<file path="config.mk">
export PLATFORM = sky130hd
export DESIGN_NAME = io_reg_space
export DESIGN_NICKNAME = d
export VERILOG_FILES = /design/src/rtl/io_space_pkg.sv /design/src/rtl/io_addr_decode.sv /design/src/rtl/io_store_slot.sv /design/src/rtl/io_reg_space.sv
export SDC_FILE = /design/constraint.sdc
export NUM_CORES = 1
export LEC_CHECK = 0
export BUFFER_PORTS_ARGS = -buffer_cell sky130_fd_sc_hd__buf_2
export CORE_UTILIZATION = 64
export CTS_CLUSTER_DIAMETER = 150
export DETAILED_ROUTE_END_ITERATION = 16
export PLACE_DENSITY_LB_ADDON = 0.15
export SYNTH_ARGS = -nofsm -noshare
export SYNTH_HDL_FRONTEND = slang
export SYNTH_SLANG_ARGS = --single-unit
</file>
<file path="constraint.sdc">
create_clock -name clk -period 5.7 [get_ports clk]
set_clock_uncertainty 0.05 [all_clocks]
set_input_delay 0.855 -clock clk [delete_from_list [all_inputs] [get_ports clk]]
set_output_delay 0.855 -clock clk [all_outputs]
set_load 0.05 [all_outputs]
</file>
<file path="src/rtl/io_space_pkg.sv">
package io_space_pkg;
  localparam int ADDR_W    = 6;
  localparam int DATA_W    = 8;
  localparam int BIDX_W    = $clog2(DATA_W);
  localparam int NUM_STORE = 10;

  typedef enum logic [2:0] {
    OP_IDLE = 3'd0,
    OP_IN   = 3'd1,
    OP_OUT  = 3'd2,
    OP_BSET = 3'd3,
    OP_BCLR = 3'd4,
    OP_BTST = 3'd5
  } io_op_e;

  // read/write storage locations; pin capture is kept separate
  localparam logic [ADDR_W-1:0] STORE_ADDR [NUM_STORE] = '{
    6'h3F, 6'h3B, 6'h3A, 6'h39, 6'h38, 6'h33, 6'h32, 6'h18, 6'h17, 6'h08
  };
  localparam logic [ADDR_W-1:0] PIN_ADDR = 6'h16;

  function automatic logic [DATA_W-1:0] bit_update(
      input logic [DATA_W-1:0] old_val,
      input logic [BIDX_W-1:0] idx,
      input logic              make_one);
    logic [DATA_W-1:0] mask;
    mask = {{(DATA_W-1){1'b0}}, 1'b1} << idx;
    return make_one ? (old_val | mask) : (old_val & ~mask);
  endfunction

  function automatic logic is_bit_op(input io_op_e o);
    return (o == OP_BSET) || (o == OP_BCLR) || (o == OP_BTST);
  endfunction
endpackage

</file>
<file path="src/rtl/io_addr_decode.sv">
module io_addr_decode
  import io_space_pkg::*;
(
  input  logic [ADDR_W-1:0]    addr,
  output logic [NUM_STORE-1:0] store_hit,
  output logic                 pin_hit,
  output logic                 mapped,
  output logic                 low_half
);
  for (genvar g = 0; g < NUM_STORE; g++) begin : g_hit
    assign store_hit[g] = (addr == STORE_ADDR[g]);
  end

  assign pin_hit  = (addr == PIN_ADDR);
  assign mapped   = (|store_hit) | pin_hit;
  assign low_half = ~addr[ADDR_W-1];
endmodule

</file>
<file path="src/rtl/io_store_slot.sv">
module io_store_slot
  import io_space_pkg::*;
(
  input  logic              clk,
  input  logic              rst_n,
  input  logic              hit,
  input  logic              low_half,
  input  io_op_e            op,
  input  logic [BIDX_W-1:0] bit_idx,
  input  logic [DATA_W-1:0] wdata,
  output logic [DATA_W-1:0] q
);
  logic wr_w, bset_w, bclr_w;

  assign wr_w   = hit && (op == OP_OUT);
  assign bset_w = hit && low_half && (op == OP_BSET);
  assign bclr_w = hit && low_half && (op == OP_BCLR);

  always_ff @(posedge clk or negedge rst_n) begin
    if (!rst_n)      q <= '0;
    else if (wr_w)   q <= wdata;
    else if (bset_w) q <= bit_update(q, bit_idx, 1'b1);
    else if (bclr_w) q <= bit_update(q, bit_idx, 1'b0);
  end

  assert_out_store_R2: assert property (@(posedge clk) disable iff (!rst_n)
    wr_w |=> (q == $past(wdata)));

  assert_bit_set_R5: assert property (@(posedge clk) disable iff (!rst_n)
    bset_w |=> (q[$past(bit_idx)] && ((q | ({{(DATA_W-1){1'b0}}, 1'b1} << $past(bit_idx)))
                == ($past(q) | ({{(DATA_W-1){1'b0}}, 1'b1} << $past(bit_idx))))));

  assert_bit_clear_R6: assert property (@(posedge clk) disable iff (!rst_n)
    bclr_w |=> (!q[$past(bit_idx)] && ((q | ({{(DATA_W-1){1'b0}}, 1'b1} << $past(bit_idx)))
                == ($past(q) | ({{(DATA_W-1){1'b0}}, 1'b1} << $past(bit_idx))))));

  assert_idle_hold_R4: assert property (@(posedge clk) disable iff (!rst_n)
    (!hit) |=> $stable(q));
endmodule

</file>
<file path="src/rtl/io_reg_space.sv">
module io_reg_space
  import io_space_pkg::*;
(
  input  logic              clk,
  input  logic              rst_n,
  input  logic [ADDR_W-1:0] addr,
  input  logic [2:0]        op,
  input  logic [BIDX_W-1:0] bit_idx,
  input  logic [DATA_W-1:0] wdata,
  input  logic [DATA_W-1:0] pins_in,
  output logic [DATA_W-1:0] rdata,
  output logic              test_bit,
  output logic              illegal_op
);
  io_op_e                             op_e;
  logic [NUM_STORE-1:0]               store_hit;
  logic                               pin_hit, mapped, low_half;
  logic [NUM_STORE-1:0][DATA_W-1:0]   slot_q;
  logic [DATA_W-1:0]                  pin_q;
  logic [DATA_W-1:0]                  rd_any;
  logic                               upper_bitop_w;
  logic                               illegal_q;

  assign op_e = io_op_e'(op);

  io_addr_decode u_decode (
    .addr      (addr),
    .store_hit (store_hit),
    .pin_hit   (pin_hit),
    .mapped    (mapped),
    .low_half  (low_half)
  );

  for (genvar g = 0; g < NUM_STORE; g++) begin : g_slot
    io_store_slot u_slot (
      .clk      (clk),
      .rst_n    (rst_n),
      .hit      (store_hit[g]),
      .low_half (low_half),
      .op       (op_e),
      .bit_idx  (bit_idx),
      .wdata    (wdata),
      .q        (slot_q[g])
    );
  end

  // read-only pin capture
  always_ff @(posedge clk or negedge rst_n) begin
    if (!rst_n) pin_q <= '0;
    else        pin_q <= pins_in;
  end

  always_comb begin
    rd_any = '0;
    for (int i = 0; i < NUM_STORE; i++)
      if (store_hit[i]) rd_any = rd_any | slot_q[i];
    if (pin_hit) rd_any = rd_any | pin_q;
  end

  assign rdata    = (op_e == OP_IN) ? rd_any : '0;
  assign test_bit = (op_e == OP_BTST) && low_half && rd_any[bit_idx];

  assign upper_bitop_w = is_bit_op(op_e) && !low_half;

  always_ff @(posedge clk or negedge rst_n) begin
    if (!rst_n) illegal_q <= 1'b0;
    else        illegal_q <= upper_bitop_w;
  end
  assign illegal_op = illegal_q;

  assert_reserved_write_dropped_R4: assert property (@(posedge clk) disable iff (!rst_n)
    ((op_e == OP_OUT) && !mapped) |=> $stable(slot_q));

  assert_upper_bitop_ignored_R8: assert property (@(posedge clk) disable iff (!rst_n)
    upper_bitop_w |=> ($stable(slot_q) && illegal_op));

  assert_illegal_cause_R8: assert property (@(posedge clk) disable iff (!rst_n)
    illegal_op |-> $past(is_bit_op(op_e) && addr[ADDR_W-1]));

  assert_test_upper_zero_R7: assert property (@(posedge clk) disable iff (!rst_n)
    addr[ADDR_W-1] |-> !test_bit);

  assert_rdata_quiet_R10: assert property (@(posedge clk) disable iff (!rst_n)
    (op_e != OP_IN) |-> (rdata == '0));

  assert_reserved_read_zero_R3: assert property (@(posedge clk) disable iff (!rst_n)
    ((op_e == OP_IN) && !mapped) |-> (rdata == '0));
endmodule

</file>
Yosys cells after proc, flatten, opt, wreduce, memory -nomap -nowiden
Index checks and enable logic that the tools add are counted.
{ "op_classes": {"n_mux": 44, "magnitude_cmp": 1, "shift": 1, "eq_ne": 16, "n_bitwise": 32, "n_reduce_logical": 55} }
{ "op_table": {"columns": ["operator", "n"], "rows": [
  ["$mux W8", 42],
  ["$or A8 B8 Y8", 20],
  ["$and A8 B8 Y8", 10],
  ["$logic_and A1 B1 Y1", 43],
  ["$eq A6 B6 Y1 const B", 7],
  ["$reduce_bool A3 Y1", 10],
  ["$eq A6 B5 Y1 const B", 3],
  ["$not A8 Y8", 1],
  ["$shl A1 B3 Y8 const A", 1],
  ["$eq A3 B2 Y1 const B", 2],
  ["$eq A3 B3 Y1 const B", 2],
  ["$eq A6 B4 Y1 const B", 1],
  ["$lt A3 B4 Y1 const B", 1],
  ["$bmux W1 S3", 1],
  ["$eq A3 B1 Y1 const B", 1],
  ["$logic_or A1 B1 Y1", 2],
  ["$mux W1", 1],
  ["$not A1 Y1", 1]
]} }
{ "word_totals": {"input_bits": 30, "ff_bits": 89, "out_inout_bits": 10} }

Depth between registers and ports, before layout
{ "logic_depth": {"word_depth": 25, "ltp_mapped": 9, "ltp_nobuf": 7} }

By module
From an unflattened synthesis, not the netlist that was laid out.
{ "hier_totals": {"cells_unflattened": 691, "area_unflattened_um2": 6698.9} }
{ "modules_own_cells": {"columns": ["mod", "instances", "area_per_inst_um2", "cells_each"], "rows": [
  ["io_store_slot", 10, 564.3, 57],
  ["io_reg_space", 1, 904.6, 95],
  ["io_addr_decode", 1, 151.4, 26]
]} }

Least setup slack after synthesis
No wires, ideal clock.
{ "synth_path": {"kind": "input -> output", "startpoint": "input port addr[0]", "endpoint": "output port test_bit", "stages": 7, "required_time_ns": 4.795, "slack_ns": 2.039, "arrival_ns": 2.756, "n_path_buf": 1, "path_cell_list": "buf_2 -> mux4_2 -> nor2b_1 -> a2111oi_0 -> nand2_1 -> a31o_1 -> o31a_1"} }
{ "synth_via": {"elab_chain_len": 25, "word_cells_on_any_way": 35, "cone_classes": "eq/ne (11); mux (13); bitwise (10); reduce/logical (1)"} }
{ "synth_lines": {"columns": ["element", "line", "source"], "rows": [
  ["start, declared", "io_reg_space.sv:6", "input logic [ADDR_W-1:0] addr,"],
  ["$eq A6 B6 Y1", "io_addr_decode.sv:11", "assign store_hit[g] = (addr == STORE_ADDR[g]);"],
  ["$mux W8", "io_reg_space.sv:56", "if (store_hit[i]) rd_any = rd_any | slot_q[i];"],
  ["$or A8 B8 Y8", "io_reg_space.sv:56", null],
  ["$mux W8", "io_reg_space.sv:56", null],
  ["$or A8 B8 Y8", "io_reg_space.sv:56", null],
  ["$mux W8", "io_reg_space.sv:56", null],
  ["$or A8 B8 Y8", "io_reg_space.sv:56", null],
  ["$mux W8", "io_reg_space.sv:56", null],
  ["[... 9 more ...]", null, null],
  ["$mux W8", "io_reg_space.sv:56", null],
  ["$or A8 B8 Y8", "io_reg_space.sv:56", null],
  ["$mux W8", "io_reg_space.sv:56", null],
  ["$or A8 B8 Y8", "io_reg_space.sv:57", "if (pin_hit) rd_any = rd_any | pin_q;"],
  ["$mux W8 (*)", "io_reg_space.sv:57", null],
  ["$bmux W1 S3 (*)", "io_reg_space.sv:61", "assign test_bit = (op_e == OP_BTST) && low_half && rd_any[bit_idx];"],
  ["$mux W1 (implied by the code) (*)", "io_reg_space.sv:61", null],
  ["$logic_and A1 B1 Y1 (*)", "io_reg_space.sv:61", null],
  ["end, declared", "io_reg_space.sv:12", "output logic test_bit,"]
]} }
Every way passes the cells marked *; elsewhere a longest branch is shown, timed or not. The select of a mux whose other input is x is not followed.

Worst setup path after layout
Same ends and word-level chain as after synthesis.

==> out/results.txt <==
The worst-case vdd ir drop came out at 0.2368 mV. The area fraction of the dominant cell type after synthesis is 0.4836, and the number of gates resized after cts is 0. Counting both buffers and inverters, the worst setup path holds a total of 2.

The netlist uses 54 different library cells. The largest single stage delay on the critical path is 0.71 ns. The layout filler cell count is 500, and the die area is 0.007539 sq mm.

On the critical path the largest part of the delay comes from compound AO/OA/AOI/OAI gates. The share of total power in combinational logic came out at 0.102. The first detailed-routing pass ran for 6 iterations.

TritonCTS built the clock tree. The power density over the cells works out to 248.7 mW/mm^2. The main flop type after synthesis was sky130_fd_sc_hd__dfrtp_1. The sequential fraction of design power is 0.538.

Post-CTS setup buffer count: 0. The tools report the net total in the final layout as 475. The logs give 0.005024 sq mm for the design area and 0 for the number of antenna violations at the first check in global routing. At the later pin of the worst-skew pair, clock insertion delay measures 0.36 ns. Using the TritonRoute via totals, the vias-per-cell ratio works out to 6.632. The proportion of synthesized flip-flops having asynchronous set or reset is 1.000, and the largest net degree at the start of global routing is 50. The mapped netlist covers 0.004606 sq mm. For the number of buffers inserted for hold repair after clock tree synthesis, the log shows 0. The flow ran to the end, and the final reports show no timing, DRC or antenna violations. The switching power summed over all nets came out at 339.3 uW. After global routing, the most crowded layer is met2. The final weighted congestion of routability-driven global placement was 0.9151. In the synthesized netlist, the cells that appear most often are 89 x sky130_fd_sc_hd__dfrtp_1, 62 x sky130_fd_sc_hd__mux2_2, 34 x sky130_fd_sc_hd__a21oi_1. The share of cells above drive strength 1 is 0.3022, and the total core area is 0.006869 sq mm. The number of max-cap violations is 0, and the switching power share of the total is 0.2716.

For this run, design rule violations remaining after detail routing come to 0. The number of port buffers came out at 39. The routing usage on met3 is 0.07048. The warning count from the yosys run was 0; the largest driver fanout on the critical path was 37. The tools report the HPWL after detailed placement as 8.668 mm. The final critical-path share of the clock period is 0.7974, and the slew at the pin with the worst max-slew slack is 1.142 ns.

A synthesized cell averages 10.94 sq um. The met1 layer usage reported by global route came out at 0.4905. The tools report the final-report max-slew violation count as 0. Via count of the first global-routing pass: 3580. The remaining global-route overflow is 0, and the H-tree depth is 3. The clock slew seen by the registers of the worst setup and hold paths came out at 0.09 ns. The routing usage on met2 was 0.5655; the final routed wirelength across all metal layers was 12.31 mm.

The largest total area in the synthesized netlist belongs to sky130_fd_sc_hd__dfrtp_1. The post-placement setup slack came out at 1.185 ns. Ranked by total cell area, the synthesized netlist is headed by sky130_fd_sc_hd__dfrtp_1 48%, sky130_fd_sc_hd__mux2_2 15%, sky130_fd_sc_hd__mux2i_1 5.7%. In this run, CTS created clock tree buffers numbering 9. In this run the clock root is driven by a sky130_fd_sc_hd__clkbuf_8.

The count of nets left with antenna violations after detail routing is 0. For the via total after detailed routing, the log shows 3621. The run gives 1249 uW as the total design power. The clock passes through at most 2 buffers. Internal power comes to 910.2 uW. The run gives 40 as the I/O pin total. Setup repair after global routing left no endpoint under its margin.

In this run the core area contains 30 standard-cell rows. The number of standard cells after synthesis was 421. Once routing completed, OpenROAD measured the worst setup slack at 1.155 ns.

After detailed routing, the average wire length per cell comes to 22.55 um. The tightest min-delay check is of the in -> async type. 0 antenna diodes ended up in the layout. Final design utilization: 0.7313.

The run gives 0.3570 as the overall fraction of global-route tracks in use. Counting flops and latches in the post-synthesis netlist gives 89. Setup violations remaining at the end of the flow were counted as 0. After detailed placement, the total cell area comes to 0.004821 sq mm. By instance count, the leading cell after synthesis is sky130_fd_sc_hd__dfrtp_1. Summed over all cells, the static leakage comes to 0.002252 uW.

The number of nets in the synthesized netlist is 451. The required time at the endpoint of the critical path was 4.80 ns; the final count of hold timing violations was 0. In this run the vertical extent of the chip is 86.83 um.

STA classifies the critical path startpoint as an input port. The logs give 0.360 for the power share of the clock group and 0.4836 for the share of the yosys chip area belonging to registers. For the initial core utilization, the log shows 0.6705. After the first detailed-routing iteration, the DRC count stood at 346. The horizontal extent of the die works out to 86.83 um. The number of enable-type register cells in the synthesized netlist was 0; the post-layout minimum cycle time was 4.545 ns. Tightest slew margin relative to the limit: 0.2323. The most frequent cell on the critical path was sky130_fd_sc_hd__buf_2.

Among all stages on the critical path, the largest delay is contributed by sky130_fd_sc_hd__buf_2. For the TritonCTS sink count, the log shows 89. In the final timing run, aggregate negative setup slack is 0 ns. The worst setup path is of the in -> out kind. The growth of design area from synthesis to finish came out at 9.074%. Traced cell by cell, the critical path runs through buf_2 -> mux4_2 -> nor2b_1 -> a2111oi_0 -> nand2_1 -> a31o_1 -> o31a_1 -> buf_2.

The first global-routing pass estimated 19.54 mm of wire. Static timing analysis puts the maximum clock frequency at 0.2200 GHz. The sort of element at the end of the critical path is an output pin.

The run gives 3.64 ns as the worst endpoint data arrival time.
final cells by class:
type	count	area, sq um	area share
multi-input combinational	301	2242	0.4463
sequential	89	2227	0.4433
timing repair buffer	43	227.7	0.04533
clock buffer	9	123.9	0.02466
tap	96	120.1	0.02391
clock inverter	7	78.83	0.01569
inverter	1	3.754	0.0007472
path summary, 6_finish.rpt:
path / start / to / slack (ns) / depth (start not counted)
max: addr[0] / test_bit / 1.15 / 8
min: rst_n / async pin / 0.40 / 1
max reg2reg: flip-flop / flip-flop / 4.86 / 1
min reg2reg: flip-flop / flip-flop / 0.44 / 1
max in group asynchronous: rst_n / async pin / 4.19 / 2
min in group clk: flip-flop / flip-flop / 0.44 / 1
per-stage QoR:
stage / hold slack (ns) / cells
finish: 0.4024 / 546
global route: 0.4341 / 546
CTS: 0.4169 / 546
detailed placement: 0.4240 / 530
global placement: 0.4184 / 530
floorplan: 0.4074 / 421
power groups by stage:
stage	Clock, uW	Combinational [uW]	Sequential, uW
2_1_floorplan	0	76.4	681
3_3_place_gp	0	122	683
3_5_place_dp	0	125	685
4_1_cts	452	126	672
5_1_grt	477	138	675
6_report	450	127	672
cell families after synthesis:
group           synth area share
flops                     0.4836
mux                       0.2154
compound gates            0.1494
buf+inv                  0.02961
simple gates              0.1220
layer usage:
layer  wire, um  up-vias  share of wire
met3        926       34          0.075
met4        318        0          0.026
met2       5880      180           0.48
met5          0        -              0
met1       5189     1794           0.42
li1           -     1613              -
cell usage in the layout (no fill, tap or decap), types with 9 or more instances in the layout:
| cell | netlist | layout |
|---|---|---|
| sky130_fd_sc_hd__clkbuf_8 | 0 | 9 |
| sky130_fd_sc_hd__dfrtp_1 | 89 | 89 |
| sky130_fd_sc_hd__o22ai_1 | 21 | 21 |
| sky130_fd_sc_hd__mux2i_1 | 26 | 26 |
| sky130_fd_sc_hd__mux2_2 | 62 | 62 |
| sky130_fd_sc_hd__nand2_1 | 14 | 14 |
| sky130_fd_sc_hd__buf_2 | 10 | 38 |
| sky130_fd_sc_hd__nor2_1 | 29 | 29 |
| sky130_fd_sc_hd__o21ai_0 | 28 | 28 |
| sky130_fd_sc_hd__a21oi_1 | 34 | 34 |
(Power assumes the default switching activity.)
